===== src/rtl/pmt_pkg.sv =====
package pmt_pkg;
  // Counter width able to hold values 0..n, never below one bit.
  function automatic int cnt_w(input int n);
    return (n < 1) ? 1 : $clog2(n + 1);
  endfunction
endpackage


===== src/rtl/pmt_sync_fall.sv =====
module pmt_sync_fall #(
  parameter int STAGES = 2
) (
  input  logic clk,
  input  logic rst,
  input  logic async_in,
  output logic fall
);
  logic [STAGES-1:0] shreg;
  logic              last;

  always_ff @(posedge clk) begin
    if (rst) begin
      shreg <= '1;
      last  <= 1'b1;
      fall  <= 1'b0;
    end else begin
      shreg <= {shreg[STAGES-2:0], async_in};
      last  <= shreg[STAGES-1];
      fall  <= last & ~shreg[STAGES-1];
    end
  end
endmodule


===== src/rtl/pmt_tick.sv =====
module pmt_tick #(
  parameter int DIV = 40000
) (
  input  logic clk,
  input  logic rst,
  output logic tick
);
  localparam int CW = (DIV > 1) ? $clog2(DIV) : 1;
  logic [CW-1:0] cnt;

  always_ff @(posedge clk) begin
    if (rst) begin
      cnt  <= '0;
      tick <= 1'b0;
    end else if (cnt == CW'(DIV - 1)) begin
      cnt  <= '0;
      tick <= 1'b1;
    end else begin
      cnt  <= cnt + 1'b1;
      tick <= 1'b0;
    end
  end
endmodule


===== src/rtl/pmt_ring_arm.sv =====
module pmt_ring_arm
  import pmt_pkg::*;
#(
  parameter int DLY_TICKS  = 1,
  parameter int REARM_TICKS = 2
) (
  input  logic clk,
  input  logic rst,
  input  logic tick,
  input  logic fall,
  input  logic arm,
  input  logic disarm,
  input  logic inhibit,
  output logic armed,
  output logic fire
);
  localparam int DW = cnt_w(DLY_TICKS);
  localparam int RW = cnt_w(REARM_TICKS);

  logic [DW-1:0] dly_cnt;
  logic          dly_act;
  logic [RW-1:0] rearm_cnt;
  logic          rearm_act;

  always_ff @(posedge clk) begin
    if (rst) begin
      armed     <= 1'b1;
      fire      <= 1'b0;
      dly_cnt   <= '0;
      dly_act   <= 1'b0;
      rearm_cnt <= '0;
      rearm_act <= 1'b0;
    end else begin
      fire <= 1'b0;
      if (dly_act && tick) begin
        if (dly_cnt == DW'(1)) begin
          fire    <= 1'b1;
          dly_act <= 1'b0;
        end else begin
          dly_cnt <= dly_cnt - 1'b1;
        end
      end
      if (disarm) begin
        armed     <= 1'b0;
        dly_act   <= 1'b0;
        fire      <= 1'b0;
        rearm_act <= 1'b1;
        rearm_cnt <= RW'(REARM_TICKS);
      end else begin
        if (arm) begin
          armed     <= 1'b1;
          rearm_act <= 1'b0;
        end else if (rearm_act && tick) begin
          if (rearm_cnt == RW'(1)) begin
            armed     <= 1'b1;
            rearm_act <= 1'b0;
          end else begin
            rearm_cnt <= rearm_cnt - 1'b1;
          end
        end
        if (fall && armed && !inhibit) begin
          armed   <= 1'b0;
          dly_act <= 1'b1;
          dly_cnt <= DW'(DLY_TICKS);
        end
      end
    end
  end
endmodule


===== src/rtl/pmt_pm_arb.sv =====
module pmt_pm_arb #(
  parameter int N  = 2,
  parameter int RW = 1
) (
  input  logic          clk,
  input  logic          rst,
  input  logic [N-1:0]  fire,
  input  logic          ack,
  output logic          req,
  output logic [RW-1:0] ring
);
  logic [N-1:0]  pend;
  logic [N-1:0]  pend_nx;
  logic [RW-1:0] pick;

  always_comb begin
    pend_nx = pend | fire;
    pick    = '0;
    for (int i = N - 1; i >= 0; i--) begin
      if (pend_nx[i]) pick = RW'(i);
    end
  end

  always_ff @(posedge clk) begin
    if (rst) begin
      pend <= '0;
      req  <= 1'b0;
      ring <= '0;
    end else begin
      pend <= pend_nx;
      if (req) begin
        if (ack) req <= 1'b0;
      end else if (|pend_nx) begin
        req  <= 1'b1;
        ring <= pick;
        pend <= pend_nx & ~(N'(1) << pick);
      end
    end
  end
endmodule


===== src/rtl/pm_trigger_ctrl.sv =====
module pm_trigger_ctrl #(
  parameter int NUM_RINGS        = 2,
  parameter int SYNC_STAGES      = 2,
  parameter int TICK_DIV         = 40000,
  parameter int TRIG_DELAY_TICKS = 1,
  parameter int REARM_TICKS      = 2,
  parameter int RING_W           = (NUM_RINGS > 1) ? $clog2(NUM_RINGS) : 1
) (
  input  logic                 clk,
  input  logic                 rst,
  input  logic [NUM_RINGS-1:0] beam_permit,
  input  logic [NUM_RINGS-1:0] arm_cmd,
  input  logic [NUM_RINGS-1:0] disarm_cmd,
  input  logic                 inject_dump_mode,
  input  logic                 pm_ack,
  output logic                 pm_req,
  output logic [RING_W-1:0]    pm_ring,
  output logic [NUM_RINGS-1:0] dump_pulse
);
  logic                 tick;
  logic [NUM_RINGS-1:0] ring_fall;
  logic [NUM_RINGS-1:0] ring_armed;
  logic [NUM_RINGS-1:0] ring_fire;

  pmt_tick #(.DIV(TICK_DIV)) u_tick (.clk(clk), .rst(rst), .tick(tick));

  for (genvar g = 0; g < NUM_RINGS; g++) begin : g_ring
    pmt_sync_fall #(.STAGES(SYNC_STAGES)) u_sync (
      .clk(clk), .rst(rst), .async_in(beam_permit[g]), .fall(ring_fall[g])
    );
    pmt_ring_arm #(.DLY_TICKS(TRIG_DELAY_TICKS), .REARM_TICKS(REARM_TICKS)) u_arm (
      .clk(clk), .rst(rst), .tick(tick), .fall(ring_fall[g]),
      .arm(arm_cmd[g]), .disarm(disarm_cmd[g]), .inhibit(inject_dump_mode),
      .armed(ring_armed[g]), .fire(ring_fire[g])
    );
  end

  assign dump_pulse = ring_fall;

  pmt_pm_arb #(.N(NUM_RINGS), .RW(RING_W)) u_arb (
    .clk(clk), .rst(rst), .fire(ring_fire), .ack(pm_ack),
    .req(pm_req), .ring(pm_ring)
  );
endmodule


===== config.mk =====
export PLATFORM = sky130hd
export DESIGN_NAME = pm_trigger_ctrl
export DESIGN_NICKNAME = d
export VERILOG_FILES = /design/src/rtl/pmt_pkg.sv /design/src/rtl/pmt_sync_fall.sv /design/src/rtl/pmt_tick.sv /design/src/rtl/pmt_ring_arm.sv /design/src/rtl/pmt_pm_arb.sv /design/src/rtl/pm_trigger_ctrl.sv
export SDC_FILE = /design/constraint.sdc
export NUM_CORES = 1
export LEC_CHECK = 0
export ABC_AREA = 1
export BUFFER_PORTS_ARGS = -buffer_cell sky130_fd_sc_hd__buf_2
export CORE_MARGIN = 10
export CORE_UTILIZATION = 58
export DETAILED_ROUTE_END_ITERATION = 7
export PLACE_DENSITY_LB_ADDON = 0.08
export SLEW_MARGIN = 20
export SYNTH_ARGS = -nofsm -noshare
export SYNTH_HDL_FRONTEND = slang
export SYNTH_SLANG_ARGS = --single-unit

===== constraint.sdc =====
create_clock -name clk -period 1.8 [get_ports clk]
set_clock_uncertainty 0.2 [all_clocks]
set_input_delay 0.18 -clock clk [delete_from_list [all_inputs] [get_ports clk]]
set_output_delay 0.18 -clock clk [all_outputs]
set_load 0.005 [all_outputs]

=== Word level (Yosys, flattened, before mapping) ===
Index checks and enable logic that the tools add are counted.

* Register bits after elaboration: 43
* Input port bits: 10
* Output and inout port bits: 4
* Word-level logic and storage cells: 142

* Add/sub/neg operators: 5
* Eq/ne operators: 7
* Shifts and indexed selects: 1
* Mux-type cells: 50
* Bitwise logic cells: 14
* Reductions and logical operators: 40

{| class="wikitable"
|+ Operators with widths
! operator !! number
|-
| 2-to-1 mux 1 bit || 40
|-
| 2-to-1 mux 2 bit || 10
|-
| adder 16 x 1 -> 16 bit, second input constant || 1
|-
| equality test 16 bit, second input constant || 1
|-
| nonzero test 4 bit || 4
|-
| AND reduction 2 bit || 7
|-
| AND reduction 3 bit || 4
|-
| nonzero test 2 bit || 6
|-
| nonzero test 3 bit || 4
|-
| NOT 1 bit || 9
|-
| logical AND 1 bit || 8
|-
| OR reduction 2 bit || 4
|-
| OR reduction 3 bit || 2
|-
| equality test 2 x 1 -> 1 bit, second input constant || 2
|-
| inequality test 2 x 1 -> 1 bit, second input constant || 2
|-
| inequality test 2 bit, second input constant || 2
|-
| subtractor 2 x 1 -> 2 bit, second input constant || 2
|-
| AND 1 bit || 2
|-
| AND 2 bit || 1
|-
| NOT 2 bit || 1
|-
| OR 2 bit || 1
|-
| left shift 1 x 1 -> 2 bit, first input constant || 1
|-
| subtractor 1 bit, second input constant || 2
|-
| logical NOT 1 bit || 1
|}

=== Depth between registers and ports, before layout ===
* Depth in word-level cells: 8
* Depth in mapped cells: 9
* Gate-level depth less buffers: 9

=== Hierarchy ===
Synthesis repeated with hierarchy kept, for this count alone.

* Cell total of the unflattened synthesis: 269
* Area total of the unflattened synthesis: 1923.1 µm²

{| class="wikitable"
|+ By module, submodules not included
! module !! times used !! cells an instance !! area an instance (µm²) !! seq. area each (µm²)
|-
| pmt_tick || 1 || 136 || 895.9 || 340.3
|-
| pmt_ring_arm || 2 || 44 || 319.1 || 140.1
|-
| pmt_sync_fall || 2 || 10 || 110.1 || 80.1
|-
| pmt_pm_arb || 1 || 25 || 168.9 || 80.1
|}

=== Worst setup path before layout ===
Ideal clock, no wire load.

* Path kind: flip-flop to flip-flop
* Start point: register u_tick.cnt[0]
* End point: register u_tick.cnt[5]
* Setup time: 115 ps
* Arrival time: 1151 ps
* Required time: 1485 ps
* Setup slack: 334 ps
* Cell stages (with the launch flop): 8
* Buffers on the path: 1
* Period minus slack after synthesis: 1466 ps
* Path through: dfxtp_1 ha_1 nand3_2 nor2_1 nand2_2 nand2_4 buf_12 nor2_2

* Cells in the longest elaborated chain, start to end: 2
* Elaborated cells on any way between the ends: 3
* Classes of those cells: add/sub (1); eq/ne (1); reduce/logical (1)

{| class="wikitable"
|+ RTL lines
! what !! line !! RTL
|-
| from (decl) || pmt_tick.sv:9 || <nowiki>logic [CW-1:0] cnt;</nowiki>
|-
| from (signal assigned) || pmt_tick.sv:19 || <nowiki>cnt <= cnt + 1'b1;</nowiki>
|-
| parallel branches: the longest is 2 deep, another holds adder 16 x 1 -> 16 bit || n/a ||
|}

Parallel ways; which one is timed is not known.
A chain may end at the register's enable or synchronous reset.

=== Worst setup path in the final report ===
* Start point: input port inject_dump_mode
* End point: register g_ring[1].u_arm.armed

* Cells in the longest elaborated chain, start to end: 4
* Elaborated cells on any way between the ends: 7
* Classes of those cells: mux (2); reduce/logical (5)

{| class="wikitable"
|+ RTL lines
! what !! line !! RTL
|-
| from (decl) || pm_trigger_ctrl.sv:14 || <nowiki>input logic inject_dump_mode,</nowiki>
|-
| logical NOT 1 bit * || pmt_ring_arm.sv:61 || <nowiki>if (fall && armed && !inhibit) begin</nowiki>
|-
| logical AND 1 bit * || pmt_ring_arm.sv:61 ||
|-
| nonzero test 4 bit (no line) or 2-to-1 mux 1 bit (tied branches) || n/a ||
|-
| AND reduction 2 bit (no line) or 2-to-1 mux 1 bit (tied branches) || n/a ||
|-
| to (signal assigned) || pmt_ring_arm.sv:51 || <nowiki>armed <= 1'b1;</nowiki>
|-
| to (signal assigned) || pmt_ring_arm.sv:55 || <nowiki>armed <= 1'b1;</nowiki>
|-
| to (signal assigned) || pmt_ring_arm.sv:62 || <nowiki>armed <= 1'b0;</nowiki>
|-
| to (decl) || pmt_ring_arm.sv:14 || <nowiki>output logic armed,</nowiki>
|}

Every way passes the cells marked *; elsewhere a longest branch is shown, timed or not.

==> impl_metrics.csv <==
group,metric,value,unit
outcome,status,"completed",
worst_hold_path,hold_crit_class,"reg -> reg",
yosys,synthArstFlopShare,0,%
pwr,power.internal,0.00125,W
layout,syn_to_final_growth,15.2,%
sta,unrepaired_setup_endpoints_after_global_routing,"no",
layout,finish.cell_count_without_fillers,319,
pwr,power,0.00161,W
pwr,switchingPower,0.000363,W
clocking,cts_sinks,43,
sta,worst_slew_margin_relative_to_its_limit,76.1,%
worst_setup_path,setup.worst_path.end_class,"flip-flop",
die,dieWidth,77.1,µm
route,routed_wire_length,3620,µm
die,floorplan.core_area,3080,µm²
sta,final_max_slew_viol_count,0,
die,ios,14,
yosys,netlist_top_cells_area,"sky130_fd_sc_hd__dfxtp_1, sky130_fd_sc_hd__nand2_1, sky130_fd_sc_hd__inv_1",
clocking,cts_tree,"built",
sta,final_hold_slack,0.224,ns
pwr,power.clock.fraction,32.9,%
pwr,comb_power_share,6.0,%
worst_setup_path,path_class,"in -> reg",
route,detailedRoute.firstPassIterationCount,4,
grt,grt_overflow,0,
place,post-place-cells,300,
sta,fmaxAchievable,588,MHz
yosys,syn-instance-count,246,
pwr,netSwitchingFraction,22.5,%
clocking,root_buffer,"sky130_fd_sc_hd__clkbuf_4",
pwr,leakage,0.934,nW
die,placement_rows,20,
job,maxCapViolations,0,
yosys,avgSynthCellArea,7.70,µm²
layout,antenna_cells,0,
place,place.detailed.hpwl,2460,µm
layout,fraction_of_final_layout_cells_sized_beyond_drive_strength_1,22.9,%
die,die_area,5950,µm²
grt,first_global_vias,1526,
clocking,cts_setup_buffers,0,
sta,setup_viol,0,
clocking,clkSlewWorstSetupHoldPaths,0.13,ns
route,drt.antenna.violating_nets,0,
yosys,synth-seq-area-share,45.5,%
pwr,share_seq_of_total_power,61.2,%
route,routed_via_density,4.93,
yosys,synth-seq-cells,43,
route,detail_route.iter0.violations,79,
yosys,synth_area,1890,µm²
clocking,cts.path.max_buffers,2,
pwr,power.density_cell_area,739,nW/µm²
place,gp_congestion,0.814,
sta,min_period_over_period,94.5,%
yosys,fraction_of_synthesized_cell_area_taken_by_the_top_area_cell_type,45.5,%
worst_setup_path,kind_of_start_point_of_the_critical_path,"input pin",
yosys,distinct_cell_type_count_of_the_synthesized_netlist,27,
grt,maximum_number_of_pins_on_one_net_before_global_route_repair,17,
worst_setup_path,worst-path-max-fanout,3,
sta,worst_slew_pin_slew,0.358,ns
grt,grt_pass1_wl,6500,µm
clocking,h_tree_level_count,2,
grt,grtUsageTotal,12.9,%
route,remaining_drc_errors,0,
pwr,max-vdd-ir-drop,0.496,mV
route,route.vias.total,1573,
place,port_buffers,13,
layout,final_cell_area,2180,µm²
yosys,synth-edff-count,0,
sta,final.min_clock_period,1.70,ns
route,wire_length_per_cell,11.4,µm
clocking,clock_insertion_delay_worst_skew,0.34,ns
sta,hold_viol,0,
layout,total_number_of_nets_in_the_final_design,287,
yosys,synth_top_cell_by_area,"sky130_fd_sc_hd__dfxtp_1",
yosys,synth_ff_type,"sky130_fd_sc_hd__dfxtp_1",
worst_setup_path,critical_path_arrival,1.74,ns
die,die-height,77.1,µm
die,initial_core_util,61.5,%
yosys,synth.net_count,259,
sta,setup-tns-final,0,ns
worst_setup_path,critical_path_required_time,1.84,ns
grt,grt_antenna_before_repair,0,
clocking,tritoncts.num_buffers,5,
yosys,yosys_warnings,0,
place,postPlaceCellArea,1980,µm²
## state kept, by name, summed over array words and instances, names as in the netlist
signal	count
g_ring.u_arm.fire	2
g_ring.u_arm.rearm_act	2
u_arb.pend	2
g_ring.u_sync.shreg	4
g_ring.u_arm.rearm_cnt	4
u_arb.ring	1
g_ring.u_arm.dly_act	2
u_tick.cnt	16
g_ring.u_arm.armed	2
u_tick.tick	1
g_ring.u_sync.fall	2
g_ring.u_arm.dly_cnt	2
u_arb.req	1
g_ring.u_sync.last	2
## kinds of logic (layout without fill, tap and decap cells)
group	Yosys count	in the layout	synth area share (%)
adder cells (fa/ha/maj)	3	3	1.98
XOR/XNOR	6	6	2.78
AO/OA/AOI/OAI	26	26	7.87
buffers and inverters	42	71	9.58
AND/OR/NAND/NOR	126	126	32.3
flip-flops	43	43	45.5
## cell usage in the layout, fill, tap and decap left out, drive strengths merged, types with 8 or more instances in the layout
cell / synthesis / routed
nand2: 52 / 52
dfxtp: 43 / 43
nor2: 39 / 39
inv: 38 / 38
nand3: 17 / 17
buf: 3 / 14
a21oi: 14 / 14
dlygate4sd3: 0 / 11
or2: 8 / 8
## routing by layer
layer	track usage [%]	vias up	part of all wire, %
met3	3.73	7	3.9
li1	-	827	-
met2	22.2	27	48
met5	0	-	0
met1	14.7	712	47
met4	4.38	0	1.6
## critical path, stage by stage
cell                            delay [ns]
sky130_fd_sc_hd__dlygate4sd3_1        0.54
sky130_fd_sc_hd__buf_2                0.12
sky130_fd_sc_hd__inv_1                0.08
sky130_fd_sc_hd__nand3_1              0.12
sky130_fd_sc_hd__nand3_1              0.11
sky130_fd_sc_hd__dlygate4sd3_1        0.55
sky130_fd_sc_hd__nand2_1              0.04
## power by group through the flow
stage               clock network [W]  registers [W]  logic [W]
global placement                    0        0.00101  0.0000717
CTS                          0.000549       0.000985  0.0000933
detailed placement                  0        0.00101  0.0000737
global route                 0.000582       0.000989   0.000109
floorplan                           0        0.00100  0.0000545
finish                       0.000530       0.000986  0.0000965
## area by class of cell
class / count / area, µm²
clock buffer: 7 / 65.1
clock inverter: 1 / 7.51
fill: 263 / 897
inverter: 38 / 143
multi-input combinational: 161 / 863
sequential: 43 / 865
tap: 44 / 55.1
timing repair buffer: 25 / 183
## through the flow
| step | worst slack [ns] | utilization, % |
|---|---|---|
| after floorplan | 0.334 | - |
| after global placement | 0.218 | 64.4 |
| after detailed placement | 0.186 | 64.4 |
| after CTS | 0.0258 | 70.3 |
| after global routing | 0.00707 | 70.9 |
| final | 0.0994 | 70.9 |
## path summary, 6_finish.rpt
kind	slack, ns	endpoint	startpoint	depth (start not counted)
worst max-delay path	0.1	g_ring[1].u_arm.armed	inject_dump_mode	7
worst min-delay path	0.22	g_ring[1].u_sync.shreg[1]	g_ring[1].u_sync.shreg[0]	1
worst max register to register	0.1	g_ring[1].u_arm.armed	g_ring[1].u_arm.rearm_cnt[1]	7
worst min register to register	0.22	g_ring[1].u_sync.shreg[1]	g_ring[1].u_sync.shreg[0]	1
## repair_timing
action                                  CTS  global route
endpoints found under the setup margin    0             2
hold endpoints to repair                 18             0
gates resized for setup                   0             6
hold buffers                             11             0
## synth_stat cells, types with 4 or more instances
cell	count
sky130_fd_sc_hd__inv_1	36
sky130_fd_sc_hd__o21ai_0	7
sky130_fd_sc_hd__nor2_2	13
sky130_fd_sc_hd__nand2_2	7
sky130_fd_sc_hd__or2_2	8
sky130_fd_sc_hd__nand3_1	15
sky130_fd_sc_hd__nand2_1	44
sky130_fd_sc_hd__a21oi_1	11
sky130_fd_sc_hd__xor2_1	5
sky130_fd_sc_hd__nor2_1	26
sky130_fd_sc_hd__nand4_1	4
sky130_fd_sc_hd__dfxtp_1	43
Note: power is estimated with default switching activity, not from simulation.
